**config.mk**
```make
export PLATFORM = sky130hd
export DESIGN_NAME = sdm_bitstream_mod
export DESIGN_NICKNAME = d
export VERILOG_FILES = /design/src/rtl/sdm_pkg.sv /design/src/rtl/sdm_input_clamp.sv /design/src/rtl/sdm_sat_integrator.sv /design/src/rtl/sdm_loop.sv /design/src/rtl/sdm_bit_clock.sv /design/src/rtl/sdm_bitstream_mod.sv
export SDC_FILE = /design/constraint.sdc
export NUM_CORES = 1
export LEC_CHECK = 0
export ABC_CLOCK_PERIOD_IN_PS = 12000
export BUFFER_PORTS_ARGS = -buffer_cell sky130_fd_sc_hd__buf_2
export CAP_MARGIN = 5
export CORE_AREA = 2 2 110 112
export DETAILED_ROUTE_END_ITERATION = 6
export DIE_AREA = 0 0 112 114
export PLACE_DENSITY_LB_ADDON = 0.25
export SLEW_MARGIN = 25
export SYNTH_ARGS = -nofsm -noshare
export SYNTH_HDL_FRONTEND = slang
export SYNTH_SLANG_ARGS = --single-unit
```
**constraint.sdc**
```tcl
create_clock -name clk -period 12 [get_ports clk]
set_input_delay 2.4 -clock clk [delete_from_list [all_inputs] [get_ports clk]]
set_output_delay 2.4 -clock clk [all_outputs]
set_load 0.01 [all_outputs]
```
**src/rtl/sdm_pkg.sv**
```systemverilog
`timescale 1ns/1ps
// Shared constants and types for the sigma-delta bitstream modulator.
// Assumes integrators are wider than the sample by at least three bits.
package sdm_pkg;
    localparam int SDM_IN_W    = 16;     // sample width
    localparam int SDM_ACC_W   = 24;     // integrator width
    localparam int SDM_CLAMP   = 30000;  // input magnitude limit
    localparam int SDM_CNT_W   = 8;      // bit-period counter width
    localparam int SDM_ORDER   = 2;      // number of cascaded integrators

    typedef enum logic {PH_LOW = 1'b0, PH_HIGH = 1'b1} bclk_phase_e;
endpackage

```
**src/rtl/sdm_input_clamp.sv**
```systemverilog
`timescale 1ns/1ps
// Limits a signed sample to +/-LIM before it enters the loop.
// Assumes LIM fits in IN_W-1 magnitude bits.
module sdm_input_clamp #(
    parameter int IN_W = sdm_pkg::SDM_IN_W,
    parameter int LIM  = sdm_pkg::SDM_CLAMP
) (
    input  logic signed [IN_W-1:0] sample_i,
    output logic signed [IN_W-1:0] clamped_o
);
    localparam logic signed [IN_W-1:0] LIM_P = IN_W'(LIM);
    localparam logic signed [IN_W-1:0] LIM_N = -LIM_P;

    // select the sample or the nearer limit
    always_comb begin
        if (sample_i > LIM_P)
            clamped_o = LIM_P;
        else if (sample_i < LIM_N)
            clamped_o = LIM_N;
        else
            clamped_o = sample_i;
    end
endmodule

```
**src/rtl/sdm_sat_integrator.sv**
```systemverilog
`timescale 1ns/1ps
// One saturating accumulator: acc += add - sub on each step.
// Exposes the next value so a following stage can use it in the same step.
// Assumes add and sub are already sign-extended to W bits.
module sdm_sat_integrator #(
    parameter int W = sdm_pkg::SDM_ACC_W
) (
    input  logic                clk,
    input  logic                rst_n,
    input  logic                step_en,
    input  logic signed [W-1:0] add_i,
    input  logic signed [W-1:0] sub_i,
    output logic signed [W-1:0] acc_o,
    output logic signed [W-1:0] acc_next_o
);
    localparam logic signed [W+1:0] MAX_V = {2'b00, 1'b0, {(W-1){1'b1}}};
    localparam logic signed [W+1:0] MIN_V = {2'b11, 1'b1, {(W-1){1'b0}}};

    logic signed [W-1:0] acc_q;
    logic signed [W+1:0] sum_w;

    // wide sum with two guard bits, then clip to the W-bit range
    always_comb begin
        sum_w = {{2{acc_q[W-1]}}, acc_q} + {{2{add_i[W-1]}}, add_i}
              - {{2{sub_i[W-1]}}, sub_i};
        if (sum_w > MAX_V)
            acc_next_o = MAX_V[W-1:0];
        else if (sum_w < MIN_V)
            acc_next_o = MIN_V[W-1:0];
        else
            acc_next_o = sum_w[W-1:0];
    end

    // state register, advanced only on a step
    always_ff @(posedge clk) begin
        if (!rst_n)
            acc_q <= '0;
        else if (step_en)
            acc_q <= acc_next_o;
    end

    assign acc_o = acc_q;
endmodule

```
**src/rtl/sdm_loop.sv**
```systemverilog
`timescale 1ns/1ps
// Second-order noise-shaping loop: cascaded integrators, sign quantizer,
// full-scale feedback into every stage. The decision comes from registered
// state, so it is valid for the whole step cycle.
module sdm_loop #(
    parameter int IN_W  = sdm_pkg::SDM_IN_W,
    parameter int ACC_W = sdm_pkg::SDM_ACC_W
) (
    input  logic                   clk,
    input  logic                   rst_n,
    input  logic                   step_en,
    input  logic signed [IN_W-1:0] x_i,
    output logic                   bit_o
);
    localparam int ORDER = sdm_pkg::SDM_ORDER;
    localparam logic signed [ACC_W-1:0] FB_POS = ACC_W'(1) << (IN_W - 1);

    logic signed [ACC_W-1:0] x_ext;
    logic signed [ACC_W-1:0] fb;
    logic signed [ACC_W-1:0] stage_in [ORDER];
    logic signed [ACC_W-1:0] acc_q    [ORDER];
    logic signed [ACC_W-1:0] acc_nx   [ORDER];

    // sign-extend the sample and pick the feedback level
    always_comb begin
        x_ext = {{(ACC_W-IN_W){x_i[IN_W-1]}}, x_i};
        fb    = bit_o ? FB_POS : -FB_POS;
    end

    // integrator chain: first stage takes the sample, later ones the previous stage
    for (genvar k = 0; k < ORDER; k++) begin : g_stage
        if (k == 0) begin : g_head
            assign stage_in[k] = x_ext;
        end else begin : g_tail
            assign stage_in[k] = acc_nx[k-1];
        end
        sdm_sat_integrator #(.W(ACC_W)) u_int (
            .clk        (clk),
            .rst_n      (rst_n),
            .step_en    (step_en),
            .add_i      (stage_in[k]),
            .sub_i      (fb),
            .acc_o      (acc_q[k]),
            .acc_next_o (acc_nx[k])
        );
    end

    // quantizer: one when the last integrator is non-negative
    assign bit_o = ~acc_q[ORDER-1][ACC_W-1];
endmodule

```
**src/rtl/sdm_bit_clock.sv**
```systemverilog
`timescale 1ns/1ps
// Bit clock generator. Rises on every step and stays high for half of the
// interval that just ended (at least one clock). Assumes steps are at least
// two clocks apart for a real low phase.
module sdm_bit_clock #(
    parameter int CNT_W = sdm_pkg::SDM_CNT_W
) (
    input  logic clk,
    input  logic rst_n,
    input  logic step_en,
    output logic bclk_o
);
    import sdm_pkg::*;

    logic [CNT_W-1:0] gap_q;
    logic [CNT_W-1:0] half_q;
    logic [CNT_W-1:0] hi_cnt_q;
    logic [CNT_W-1:0] half_d;
    bclk_phase_e      phase_q;

    // half of the measured interval, never zero
    always_comb begin
        half_d = gap_q >> 1;
        if (half_d == '0)
            half_d = CNT_W'(1);
    end

    // clocks since the last step, saturating
    always_ff @(posedge clk) begin
        if (!rst_n)
            gap_q <= '0;
        else if (step_en)
            gap_q <= CNT_W'(1);
        else if (gap_q != {CNT_W{1'b1}})
            gap_q <= gap_q + CNT_W'(1);
    end

    // high-phase length captured at each step
    always_ff @(posedge clk) begin
        if (!rst_n)
            half_q <= CNT_W'(1);
        else if (step_en)
            half_q <= half_d;
    end

    // phase and high-time counter
    always_ff @(posedge clk) begin
        if (!rst_n) begin
            phase_q  <= PH_LOW;
            hi_cnt_q <= '0;
        end else if (step_en) begin
            phase_q  <= PH_HIGH;
            hi_cnt_q <= CNT_W'(1);
        end else if (phase_q == PH_HIGH) begin
            if (hi_cnt_q >= half_q)
                phase_q <= PH_LOW;
            else
                hi_cnt_q <= hi_cnt_q + CNT_W'(1);
        end
    end

    assign bclk_o = (phase_q == PH_HIGH);
endmodule

```
**src/rtl/sdm_bitstream_mod.sv**
```systemverilog
`timescale 1ns/1ps
// Top: clamp, second-order loop, launch register for the serial bit and the
// bit clock. The sample is read only in a step cycle; the launched bit and
// the bit clock rise share the same edge.
module sdm_bitstream_mod #(
    parameter int IN_W      = sdm_pkg::SDM_IN_W,
    parameter int ACC_W     = sdm_pkg::SDM_ACC_W,
    parameter int CLAMP_LIM = sdm_pkg::SDM_CLAMP,
    parameter int CNT_W     = sdm_pkg::SDM_CNT_W
) (
    input  logic                   clk,
    input  logic                   rst_n,
    input  logic                   step_en,
    input  logic signed [IN_W-1:0] sample_i,
    output logic                   bit_clk_o,
    output logic                   sdata_o
);
    logic signed [IN_W-1:0] x_clamped;
    logic                   loop_bit;
    logic                   sdata_q;

    sdm_input_clamp #(.IN_W(IN_W), .LIM(CLAMP_LIM)) u_clamp (
        .sample_i  (sample_i),
        .clamped_o (x_clamped)
    );

    sdm_loop #(.IN_W(IN_W), .ACC_W(ACC_W)) u_loop (
        .clk     (clk),
        .rst_n   (rst_n),
        .step_en (step_en),
        .x_i     (x_clamped),
        .bit_o   (loop_bit)
    );

    sdm_bit_clock #(.CNT_W(CNT_W)) u_bclk (
        .clk     (clk),
        .rst_n   (rst_n),
        .step_en (step_en),
        .bclk_o  (bit_clk_o)
    );

    // launch the step's decision onto the serial line
    always_ff @(posedge clk) begin
        if (!rst_n)
            sdata_q <= 1'b0;
        else if (step_en)
            sdata_q <= loop_bit;
    end

    assign sdata_o = sdata_q;
endmodule

```
======== Word-level counts from Yosys, hierarchy flattened ========
Cells that the tools add are included.
word-level totals
  bits in registers ....................... 74
  input port bits ......................... 19
  output and inout port bits .............. 2
  word-level logic and storage cells ...... 49
cells by class
  add/sub/neg operators ................... 6
  magnitude comparators ................... 7
  eq/ne operators ......................... 2
  multiplexer cells ....................... 16
  bitwise operators ....................... 3
  reduce and logical (&&, ||, !) cells .... 6
operator list
  kind                    number
  $mux W24                5
  $gt A26 B24 Y1 const B  2
  $lt A26 B24 Y1 const B  2
  $sub A26 B26 Y26        2
  $mux W16                2
  $add A24 B16 Y25        1
  $add A24 B24 Y25        1
  $add A8 B1 Y8 const B   2
  $gt A16 B16 Y1 const B  1
  $lt A16 B16 Y1 const B  1
  $ge A8 B8 Y1            1
  $logic_not A8 Y1        1
  $mux W1                 8
  $ne A8 B8 Y1 const B    1
  $mux W7                 1
  $reduce_and A2 Y1       2
  $reduce_bool A2 Y1      2
  $not A1 Y1              3
  $ne A2 B2 Y1 const B    1
  $reduce_or A2 Y1        1

======== Logic depth before layout (Yosys ltp) ========
  word-level depth ........................ 13
  mapped depth ............................ 51
  mapped depth without buffers ............ 49

======== By module ========
From an unflattened synthesis, not the netlist that was laid out.
unflattened totals
  cells, all modules ...................... 1085
  area total of the unflattened synthesis .. 8286.7 um^2
by module, submodules not included
  module                                         instances  cells an instance  area an instance (um^2)  sequential area each (um^2)
  sdm_sat_integrator at u_loop.g_stage[0].u_int  1          467                3447.1                   480.5
  sdm_sat_integrator at u_loop.g_stage[1].u_int  1          428                3236.9                   480.5
  sdm_bit_clock                                  1          132                1189.9                   480.5
  sdm_input_clamp                                1          52                 365.4                    0.0
  sdm_bitstream_mod                              1          3                  36.3                     20.0
  sdm_loop                                       1          3                  11.3                     0.0

======== Least setup slack after synthesis ========
No wires, ideal clock.
  kind .................................... input to register
  from .................................... input port sample_i[0]
  to ...................................... register u_loop.g_stage[1].u_int.acc_q[12]
  library setup time ...................... 0.133 ns
  data arrival time ....................... 12.072 ns
  required time ........................... 11.867 ns
  path slack .............................. -0.205 ns
  cell stages on the path ................. 47
  path buffers ............................ 4
  cells stage by stage .................... or4_1 a311o_1 a21oi_1 nor2_1 o2111ai_1 clkbuf_1 o21ai_0 ha_1 and3_1 nand2_1 nor4_2 nor2_1 o21ai_0 a21o_1 a21oi_1 xnor2_1 ha_1 and4_1 [11 not listed] a2111oi_4 a21boi_0 o21ai_0 a21oi_1 a21o_1 a21oi_1 xnor2_1 ha_1 and3_1 nand2_1 a21oi_1 o21ai_0 or4b_1 o32ai_1 a21oi_2 a21oi_2 buf_6 a211oi_1
RTL lines
  item                  line                      RTL
  from (decl)           sdm_bitstream_mod.sv:14   input logic signed [IN_W-1:0] sample_i,
  to (signal assigned)  sdm_sat_integrator.sv:39  acc_q <= acc_next_o;
  to (decl)             sdm_sat_integrator.sv:19  logic signed [W-1:0] acc_q;

==> flow_metrics.tcl <==
set metrics [dict create \
    status "finished clean" \
    synth_area_um2 6610 \
    die-area_um2 12800 \
    area_delta_synth_final_pct 36.3 \
    antenna_found_initial 0 \
    synth-simple-area-share_pct 18.4 \
    routed_wl_um 21200 \
    cp-start-kind "primary input" \
    cts_root_buf "clkbuf_16" \
    synth_adder_area_share_pct 15.6 \
    io_buffer_count 20 \
    cts-htree-levels 3 \
    vias_per_cell 6.19 \
    hold_class "register to register" \
    io-pin-count 21 \
    yosysWarnings 0 \
    synth_common_cells "nor2_1 (91), ha_1 (76), dfxtp_1 (73)" \
    synth_top_family_by_area "compound AO/OA/AOI/OAI gates" \
    wl_per_cell_um 18.3 \
    crit_required_ps 12240 \
    cts_tree "done" \
    numCtsBuffers 9 \
    crit_fanout 7 \
    synth_top_area_share_pct 22.1 \
    avgSynthCellArea_um2 7.97 \
    grt-ovfl-total 0 \
    finalCriticalPeriod_ps 11810 \
    worstMarginPinSlew_ps 1100 \
    crit_type "primary input to register" \
    firstDrtPassIters 5 \
    clk_latency_ps 350 \
    syn_nets 928 \
    clock_path_buffers 2 \
    rsz0062_at_grt "yes" \
    ant_nets 0 \
    cts_sinks 73 \
    synth_largest_area_cell "dfxtp_1" \
    die_x_um 112 \
    antenna_cells 0 \
    drc 0 \
    ys_seq_area_share_pct 22.1 \
    dr_total_vias 7170 \
    yosysMostFrequentCell "nor2_1" \
    grt.total_usage_pct 30.6 \
    pre_cts_ws_ps -1060 \
    synth_mux_area_share_pct 1.84 \
    rows 40 \
    cpPeakStageDelay_ps 510 \
    core_um2 11700 \
    num-nets-final 1105 \
    slew_violations 0 \
    tns_ps 0 \
    hold_viol_final 0 \
    drv_cap 0 \
    place_hpwl_um 14800 \
    worstSetupEndpointType "register" \
    chipHeight_um 114 \
    hold_slack_ps 468 \
    relSlewSlack_pct 26.5 \
    arrival_ps 12050 \
    fmax_mhz 84.7 \
    gp_congestion 0.925 \
    first_iter_violations 495 \
    clkSlewWorstSetupHoldPaths_ps 60 \
    final-setup-viol-count 0 \
    grt_pass1_wl_um 32100 \
    synth_compound_area_share_pct 28.9 \
    synth_flop_cell "dfxtp_1" \
    critPathSlowestCell "or4_4" \
    synth.distinct_cells 72 \
    clock_skew_ps 7.34 \
    postSynthCellCount 829 \
    fillers 797 \
    synth_area_leaders "dfxtp_1 (22%), ha_1 (14%), o21ai_0 (5.5%)" \
    async_flop_share_pct 0 \
    grt_pass1_vias 6875 \
    synth_edf_count 0 \
    synth-xor-area-share_pct 8.88 \
    fin_crit_sh_pct 98.4 \
    grt_max_degree 75 \
    drive_gt1_share_pct 32.6 \
    fin_ws_ps 188 \
    ys_seq_elements 73 \
    start_util_pct 56.4 \
]
layer usage:
| layer | global-route usage (%) | vias up | wire [µm] |
|---|---|---|---|
| met5 | 0 | - | 0 |
| met4 | 11.3 | 0 | 709 |
| met3 | 5.05 | 63 | 1130 |
| met2 | 54.4 | 240 | 10600 |
| met1 | 37.5 | 3458 | 8690 |
| li1 | - | 3409 | - |
layout make-up:
| type | instances | area [µm²] | area share [%] |
|---|---|---|---|
| Timing Repair Buffer | 194 | 1500 | 16.6 |
| Multi-Input combinational cell | 686 | 5400 | 59.9 |
| Clock inverter | 6 | 72.6 | 0.805 |
| Sequential cell | 73 | 1460 | 16.2 |
| Tap cell | 147 | 184 | 2.04 |
| Clock buffer | 10 | 239 | 2.65 |
| Inverter | 42 | 158 | 1.75 |
through the flow:
stage | utilization, % | instances | instance area [µm²]
CTS | 71.8 | 1139 | 8410
global placement | 68.1 | 1119 | 7970
detailed placement | 68.1 | 1119 | 7970
finish | 76.9 | 1158 | 9010
floorplan | - | 829 | 6650
global route | 76.9 | 1158 | 9010
path summary, 6_finish.rpt:
kind	endpoint	from	slack, ps	cells after the start
setup / recovery	u_loop.g_stage[1].u_int.acc_o[12]$_SDFFE_PN0P_	sample_i[3]	190	51
hold / removal	u_loop.g_stage[1].u_int.acc_o[14]$_SDFFE_PN0P_	u_loop.g_stage[1].u_int.acc_o[14]$_SDFFE_PN0P_	470	2
setup reg to reg	u_loop.g_stage[1].u_int.acc_o[12]$_SDFFE_PN0P_	u_loop.g_stage[0].u_int.acc_o[0]$_SDFFE_PN0P_	3550	42
hold reg to reg	u_loop.g_stage[1].u_int.acc_o[14]$_SDFFE_PN0P_	u_loop.g_stage[1].u_int.acc_o[14]$_SDFFE_PN0P_	470	2
worst max-delay path: cells and delay by family:
kind	cells	cell delay (ps)
AND/OR/NAND/NOR	11	2130
AO/OA/AOI/OAI	27	5030
adder cells (fa/ha/maj)	4	1280
buffers and inverters	7	1020
XOR/XNOR	2	200
cell usage in the layout, fill, tap and decap left out, drive strengths merged, types with 10 or more instances in the layout:
| cell type | count |
|---|---|
| and2 | 10 |
| inv | 45 |
| xor2 | 32 |
| o21ai | 75 |
| a21o | 33 |
| xnor2 | 35 |
| nand3 | 19 |
| ha | 76 |
| a311oi | 23 |
| a31oi | 11 |
| nor2 | 93 |
| dfxtp | 73 |
| nand2b | 11 |
| nand2 | 52 |
| a21oi | 68 |
| buf | 193 |
| mux2i | 11 |
| nor3 | 10 |
| a211oi | 10 |
| clkbuf | 11 |
state kept, by name, indices dropped and copies added (netlist names):
signal	flops
u_loop.g_stage.u_int.acc_o	48
u_bclk.gap_q	8
u_bclk.hi_cnt_q	8
u_bclk.half_q	7
sdata_o	1
u_bclk.bclk_o	1
cells by family after synthesis:
logic type	after synthesis
AO/OA/AOI/OAI	282
XOR/XNOR	67
adder cells (fa/ha/maj)	80
buffers and inverters	71
flip-flops	73
multiplexers	12
AND/OR/NAND/NOR	244
repair_timing:
action | 4_1_cts | 5_1_grt
gates cloned | 0 | 2
gates resized for setup | 27 | 110
buffers inserted | 4 | 18
setup endpoints to repair | 24 | 24
pin swaps | 7 | 77
hold buffers | 0 | 0
Power is not shown: default switching activity piles up to over one toggle a cycle in this logic, so the estimate is an artifact.
